===== src/rtl/txi_pkg.sv =====
package txi_pkg;
  localparam int RAW_W   = 7;
  localparam int BUS_W   = 32;
  localparam int B_TXC   = 0;
  localparam int B_HE    = 1;
  localparam int B_UR    = 2;
  localparam int CLR_UR  = 0;
  localparam int LIVE_W  = 3;
  typedef logic [RAW_W-1:0] raw_t;
endpackage


===== src/rtl/txi_ur_sticky.sv =====
module txi_ur_sticky
  import txi_pkg::*;
#(
  parameter int BW = BUS_W
) (
  input  logic          clk,
  input  logic          rst_n,
  input  logic          set_evt,
  input  logic          clr_wr,
  input  logic [BW-1:0] clr_wdata,
  output logic          ur_q,
  output logic          ur_next
);
  logic clr_hit;
  assign clr_hit = clr_wr & clr_wdata[CLR_UR];

  // set dominates a same-cycle clear
  assign ur_next = set_evt | (ur_q & ~clr_hit);

  always_ff @(posedge clk) begin
    if (!rst_n) ur_q <= 1'b0;
    else        ur_q <= ur_next;
  end

  a_r1_sticky_hold: assert property (@(posedge clk) disable iff (!rst_n)
    (ur_q && !clr_hit) |=> ur_q);
  a_r5_clear_wins_without_event: assert property (@(posedge clk) disable iff (!rst_n)
    (clr_hit && !set_evt) |=> !ur_q);
  a_r1_event_sets: assert property (@(posedge clk) disable iff (!rst_n)
    set_evt |=> ur_q);
endmodule


===== src/rtl/txi_raw_eval.sv =====
module txi_raw_eval
  import txi_pkg::*;
#(
  parameter int RW = RAW_W
) (
  input  logic          clk,
  input  logic          rst_n,
  input  logic          ur_next,
  input  logic          half_empty,
  input  logic          fifo_empty,
  input  logic          tx_busy,
  output logic [RW-1:0] raw_q
);
  logic [RW-1:0] raw_d;

  always_comb begin
    raw_d        = '0;
    raw_d[B_TXC] = fifo_empty & ~tx_busy;
    raw_d[B_HE]  = half_empty;
    raw_d[B_UR]  = ur_next;
  end

  always_ff @(posedge clk) begin
    if (!rst_n) raw_q <= '0;
    else        raw_q <= raw_d;
  end

  a_r3_txc_needs_idle_empty: assert property (@(posedge clk) disable iff (!rst_n)
    (fifo_empty && !tx_busy) |=> raw_q[B_TXC]);
  a_r3_txc_clear_when_busy: assert property (@(posedge clk) disable iff (!rst_n)
    tx_busy |=> !raw_q[B_TXC]);
  a_r2_he_follows: assert property (@(posedge clk) disable iff (!rst_n)
    half_empty |=> raw_q[B_HE]);
  a_r9_upper_zero: assert property (@(posedge clk) disable iff (!rst_n)
    raw_q[RW-1:LIVE_W] == '0);
endmodule


===== src/rtl/txi_irq_mask.sv =====
module txi_irq_mask
  import txi_pkg::*;
#(
  parameter int RW = RAW_W,
  parameter int BW = BUS_W
) (
  input  logic          clk,
  input  logic          rst_n,
  input  logic          en_wr,
  input  logic [BW-1:0] en_wdata,
  input  logic [RW-1:0] raw,
  output logic          irq
);
  logic [RW-1:0] en_q;
  logic [RW-1:0] hit;

  always_ff @(posedge clk) begin
    if (!rst_n)     en_q <= '0;
    else if (en_wr) en_q <= en_wdata[RW-1:0];
  end

  for (genvar i = 0; i < RW; i++) begin : g_mask
    assign hit[i] = raw[i] & en_q[i];
  end

  assign irq = |hit;

  a_r4_masked_low: assert property (@(posedge clk) disable iff (!rst_n)
    (en_q == '0) |-> !irq);
  a_r4_enable_write: assert property (@(posedge clk) disable iff (!rst_n)
    (en_wr && en_wdata[RW-1:0] == '0) |=> !irq);
endmodule


===== src/rtl/txi_status_gen.sv =====
module txi_status_gen
  import txi_pkg::*;
#(
  parameter int RW = RAW_W,
  parameter int BW = BUS_W
) (
  input  logic          clk,
  input  logic          rst_n,
  input  logic          ur_event,
  input  logic          half_empty,
  input  logic          fifo_empty,
  input  logic          tx_busy,
  input  logic          en_wr,
  input  logic [BW-1:0] en_wdata,
  input  logic          clr_wr,
  input  logic [BW-1:0] clr_wdata,
  input  logic          rd_sel,
  output logic [RW-1:0] raw_status,
  output logic          irq,
  output logic [BW-1:0] rd_data
);
  logic ur_q;
  logic ur_next;

  txi_ur_sticky #(.BW(BW)) u_ur (
    .clk(clk), .rst_n(rst_n), .set_evt(ur_event),
    .clr_wr(clr_wr), .clr_wdata(clr_wdata),
    .ur_q(ur_q), .ur_next(ur_next)
  );

  txi_raw_eval #(.RW(RW)) u_raw (
    .clk(clk), .rst_n(rst_n), .ur_next(ur_next),
    .half_empty(half_empty), .fifo_empty(fifo_empty), .tx_busy(tx_busy),
    .raw_q(raw_status)
  );

  txi_irq_mask #(.RW(RW), .BW(BW)) u_irq (
    .clk(clk), .rst_n(rst_n), .en_wr(en_wr), .en_wdata(en_wdata),
    .raw(raw_status), .irq(irq)
  );

  assign rd_data = rd_sel ? {{(BW-RW){1'b0}}, raw_status} : '0;

  a_r7_read_gated: assert property (@(posedge clk) disable iff (!rst_n)
    !rd_sel |-> (rd_data == '0));
  a_r1_raw_tracks_sticky: assert property (@(posedge clk) disable iff (!rst_n)
    raw_status[B_UR] == ur_q);
endmodule


===== config.mk =====
export PLATFORM = sky130hd
export DESIGN_NAME = txi_status_gen
export DESIGN_NICKNAME = d
export VERILOG_FILES = /design/src/rtl/txi_pkg.sv /design/src/rtl/txi_ur_sticky.sv /design/src/rtl/txi_raw_eval.sv /design/src/rtl/txi_irq_mask.sv /design/src/rtl/txi_status_gen.sv
export SDC_FILE = /design/constraint.sdc
export NUM_CORES = 1
export LEC_CHECK = 0
export BUFFER_PORTS_ARGS = -buffer_cell sky130_fd_sc_hd__buf_2
export CAP_MARGIN = 25
export CORE_MARGIN = 3
export CORE_UTILIZATION = 24
export DETAILED_ROUTE_END_ITERATION = 16
export GPL_TIMING_DRIVEN = 0
export PLACE_DENSITY = 0.87
export SLEW_MARGIN = 20
export SYNTH_ARGS = -nofsm -noshare
export SYNTH_HDL_FRONTEND = slang
export SYNTH_SLANG_ARGS = --single-unit

===== constraint.sdc =====
create_clock -name clk -period 1.1 [get_ports clk]
set_clock_uncertainty 0.05 [all_clocks]
set_input_delay 0.055 -clock clk [delete_from_list [all_inputs] [get_ports clk]]
set_output_delay 0.055 -clock clk [all_outputs]
set_load 0.01 [all_outputs]

=== Word-level counts from Yosys, hierarchy flattened ===
Cells that the tools add are included.

* Multiplexer cells: 1
* Bitwise logic cells: 13
* Reduce and logical (&&, ||, !) cells: 1

{| class="wikitable"
|+ Operator list
! kind !! count
|-
| $and 1x1->1 || 10
|-
| $mux 7 || 1
|-
| $reduce_or 7->1 || 1
|-
| $not 1->1 || 2
|-
| $or 1x1->1 || 1
|}

* Bits in registers: 15
* Word-level logic and storage cells: 19

=== Logic depth before layout (Yosys ltp) ===
* Depth after elaboration: 4
* Depth in mapped cells: 2
* Gate-level depth less buffers: 2

=== Modules after synthesis ===
From an unflattened synthesis, not the netlist that was laid out.

* Cells, all modules: 75
* Area, all modules: 693.2 um^2

{| class="wikitable"
|+ Modules (own cells, without submodules)
! module !! instances !! cells an instance !! area each (um^2) !! sequential area each (um^2)
|-
| txi_irq_mask || 1 || 26 || 295.3 || 140.1
|-
| txi_status_gen || 1 || 33 || 235.2 || 0.0
|-
| txi_raw_eval || 1 || 11 || 115.1 || 60.1
|-
| txi_ur_sticky || 1 || 5 || 47.5 || 20.0
|}

=== Least setup slack after synthesis ===
OpenSTA, ideal clock, no wires.

* Path type: register to output
* From: register u_raw.raw_q[1]
* To: output irq
* Arrival: 0.756 ns
* Required time: 0.995 ns
* Setup slack: 0.239 ns
* Stages on the path, launching flop included: 3
* Path through: dfxtp_1 a222oi_1 inv_1

* Word-level cells in the longest chain between the ends: 2

{| class="wikitable"
|+ Ends and longest elaborated chain
! element !! RTL line !! RTL
|-
| from (decl) || txi_raw_eval.sv:12 || <nowiki>output logic [RW-1:0] raw_q</nowiki>
|-
| from (signal assigned) || txi_raw_eval.sv:25 || <nowiki>else raw_q <= raw_d;</nowiki>
|-
| $and 1x1->1 || txi_irq_mask.sv:23 || <nowiki>assign hit[i] = raw[i] & en_q[i];</nowiki>
|-
| $reduce_or 7->1 || txi_irq_mask.sv:26 || <nowiki>assign irq = |hit;</nowiki>
|-
| to (decl) || txi_status_gen.sv:19 || <nowiki>output logic irq,</nowiki>
|}

No other way between the ends.

=== Final worst setup path ===
Ends and elaborated chain as after synthesis.

==> metrics.md <==
| Metric | Value |
|---|---|
| Fin. Hold Viols | 0 |
| Pwr Density | 816 mW/mm^2 |
| Fmax achieved | 837 MHz |
| Async SR Flop Fraction | 0 |
| Distinct cells, synth | 11 |
| Clk buf depth | 2 |
| Clock slew at reported path FFs | 0.04 ns |
| Placed cell area | around 740 um^2 |
| Die H | just over 50 um |
| Synth top area share | 0.520 |
| Largest cells by area after synthesis | buf_4 (52%), dfxtp_1 (24%), mux2i_1 (6.1%), and2_1 (5.1%), nor2b_1 (3.8%) |
| Max cap viols | 0 |
| Nets | 190 |
| Slowest CP cell | a222oi_1 |
| # placed instances | 133 |
| Die area | about 0.0026 mm^2 |
| DP HPWL | 870 um |
| TritonCTS sink count | 6 |
| Top cells by count, synth | buf_4 (34), dfxtp_1 (6), and2_1 (4) |
| Buf+Inv Stages, Crit Path | 2 |
| Fillers | between 150 and 200 |
| Switching Share | 0.265 |
| WL final | about 990 um |
| RSZ-0062 raised after global routing | yes |
| Internal Power | just under 500 uW |
| Leakage power | ~0.52 nW |
| Antenna cells | 0 |
| Via-to-Cell Ratio | 3.09 |
| Pin count of the biggest net entering global routing | 7 |
| Critical Path Max Stage Delay | approximately 0.33 ns |
| Top-Level Pins | 113 |
| Vias | approximately 430 |
| Final min period | ~1.2 ns |
| Combinational power share | 0.346 |
| Synth warn | 0 |
| H-tree Lvls | 1 |
| Pre-CTS setup slack | 0.156 ns |
| Layout cell share with drive strength beyond 1 | 0.513 |
| Arrival time at the worst endpoint | between 1 and 1.5 ns |
| GPL Wtd Cong | between 0.6 and 0.7 |
| Inserted Clock Buffers | 3 |
| Mapped Avg Cell Area | between 8 and 9 um^2 |
| Vias in the first global route | between 300 and 400 |
| Outcome | finished with violations |
| Worst path top cell family by delay | compound AO/OA/AOI/OAI gates |
| NetSw | roughly 170 uW |
| Routed len/inst | 7.09 um |
| Sequential fraction of design power | 0.367 |
| Fin area | ~800 um^2 |
| Drt first-iter violations | 6 |
| Period utilization | 1.09 |
| Starting density of the core | 0.269 |
| Clock share of power | 0.288 |
| Setup TNS | -0.0948 ns |
| FP Rows | 15 |
| Clock latency on the worst-skew pair | 0.23 ns |
| DR pass1 iterations | 4 |
| Worst setup SP type | flop |
| IO buf count | 19 |
| Violated checks | setup timing |
| Worst-path fanout max | 2 |
| Most common cell in the netlist | buf_4 |
| Die Span X | between 50 and 60 um |
| Core Area | 0.00182 mm^2 |
| Sequential area share after synthesis | 0.245 |
| Antenna-violating nets left | 0 |
| Synth Cell Area | slightly below 500 um^2 |
| Worst Path Required | 1.00 ns |
| Post-synth EDFFs | 0 |
| Initial antenna violation count | 0 |
| Peak supply drop | roughly 0.36 mV |
| Area growth syn-to-layout | 64.3% |
| Synth area leader | buf_4 |
| All-Layer GR Usage | 0.0748 |
| Crit path capture type | primary output |
| Final setup vio count | 1 |
| Setup slack after layout | -0.0948 ns |
| Global-route wire length before repair | approximately 1.4 mm |
| Synth Instances | 57 |
| Hold Crit Class | primary input to flop |
| Yosys reg bits | 6 |
| WS Path Type | flop to primary output |
| Finished Layout Cells | 140 |
| Congestion Overflow GR | 0 |
| Pins Over Slew Limit | 0 |
| Worst-path cell chain | a222oi_1, inv_1, buf_6 |
| Ys flop type | dfxtp_1 |
| CTS Root Cell | clkbuf_4 |
| # DRC | 0 |
| CTS tree | built |
## metrics by stage
stage               total power, mW  utilization  hold slack (ns)
detailed placement            0.452        0.405            0.202
global placement              0.447        0.405            0.186
floorplan                     0.409            -            0.105
CTS                           0.656        0.434           0.0107
global route                  0.711        0.443           0.0121
finish                        0.658        0.443           0.0165
## final timing paths
| check | startpoint | end | slack (ns) | depth (start not counted) |
|---|---|---|---|---|
| min | fifo_empty | u_raw.raw_q[0]$_SDFF_PN0_ | 0.02 | 2 |
| max | u_raw.raw_q[1]$_SDFF_PN0_ | irq | -0.09 | 3 |
| min reg2reg | u_irq.en_q[0]$_SDFFE_PN0P_ | u_irq.en_q[0]$_SDFFE_PN0P_ | 0.48 | 2 |
| max reg2reg | u_ur.ur_q$_SDFF_PN0_ | u_ur.ur_q$_SDFF_PN0_ | 0.39 | 2 |
## layer usage
layer,global-route usage,wire [um],up-vias
met3,0.0321,216,0
li1,-,-,228
met1,0.0632,314,162
met5,0,0,-
met4,0.0404,0,0
met2,0.144,462,42
## state kept, by name (all words and copies together), names as in the netlist
| name | flops |
|---|---|
| u_irq.en_q | 3 |
| u_raw.raw_q | 2 |
| u_ur.ur_q | 1 |
## cell families (layout without fill, tap and decap cells)
group | after synthesis | in the layout | synth area share
buf+inv | 36 | 62 | 0.536
simple gates | 8 | 8 | 0.107
flops | 6 | 6 | 0.245
compound gates | 3 | 3 | 0.0434
mux | 3 | 3 | 0.0612
other cells | 1 | 33 | 0.00765
## power by group through the flow
stage | clock network [mW] | registers [mW] | logic [mW]
6_report | 0.189 | 0.241 | 0.227
5_1_grt | 0.218 | 0.242 | 0.250
4_1_cts | 0.200 | 0.240 | 0.216
3_5_place_dp | 0 | 0.244 | 0.208
3_3_place_gp | 0 | 0.243 | 0.204
2_1_floorplan | 0 | 0.243 | 0.167
## final cells by class
type	instances	area, um^2	share of cell area
Buffer	34	255	0.317
Sequential cell	6	123	0.152
Timing Repair Buffer	23	139	0.172
Clock buffer	3	22.5	0.0280
Multi-Input combinational cell	47	228	0.283
Tap cell	25	31.3	0.0388
Inverter	2	7.51	0.00932
## cells in the final DEF (no fill, tap or decap), drive strengths merged
cell	synthesis	final
a222oi	1	1
a31oi	1	1
and2	4	4
and3b	1	1
buf	34	54
clkbuf	0	3
conb	1	33
dfxtp	6	6
dlygate4sd3	0	3
inv	2	2
mux2i	3	3
nor2b	3	3
o21ai	1	1
## what timing repair did
| action | 4_1_cts | 5_1_grt |
|---|---|---|
| setup endpoints to repair | 1 | 1 |
| gates cloned | 0 | 0 |
| endpoints found under the hold margin | 2 | 0 |
| pin swaps | 1 | 1 |
| buffers inserted | 0 | 1 |
| hold buffers | 3 | 0 |
| gates resized for setup | 0 | 3 |
Power figures use the tool's default switching activity.
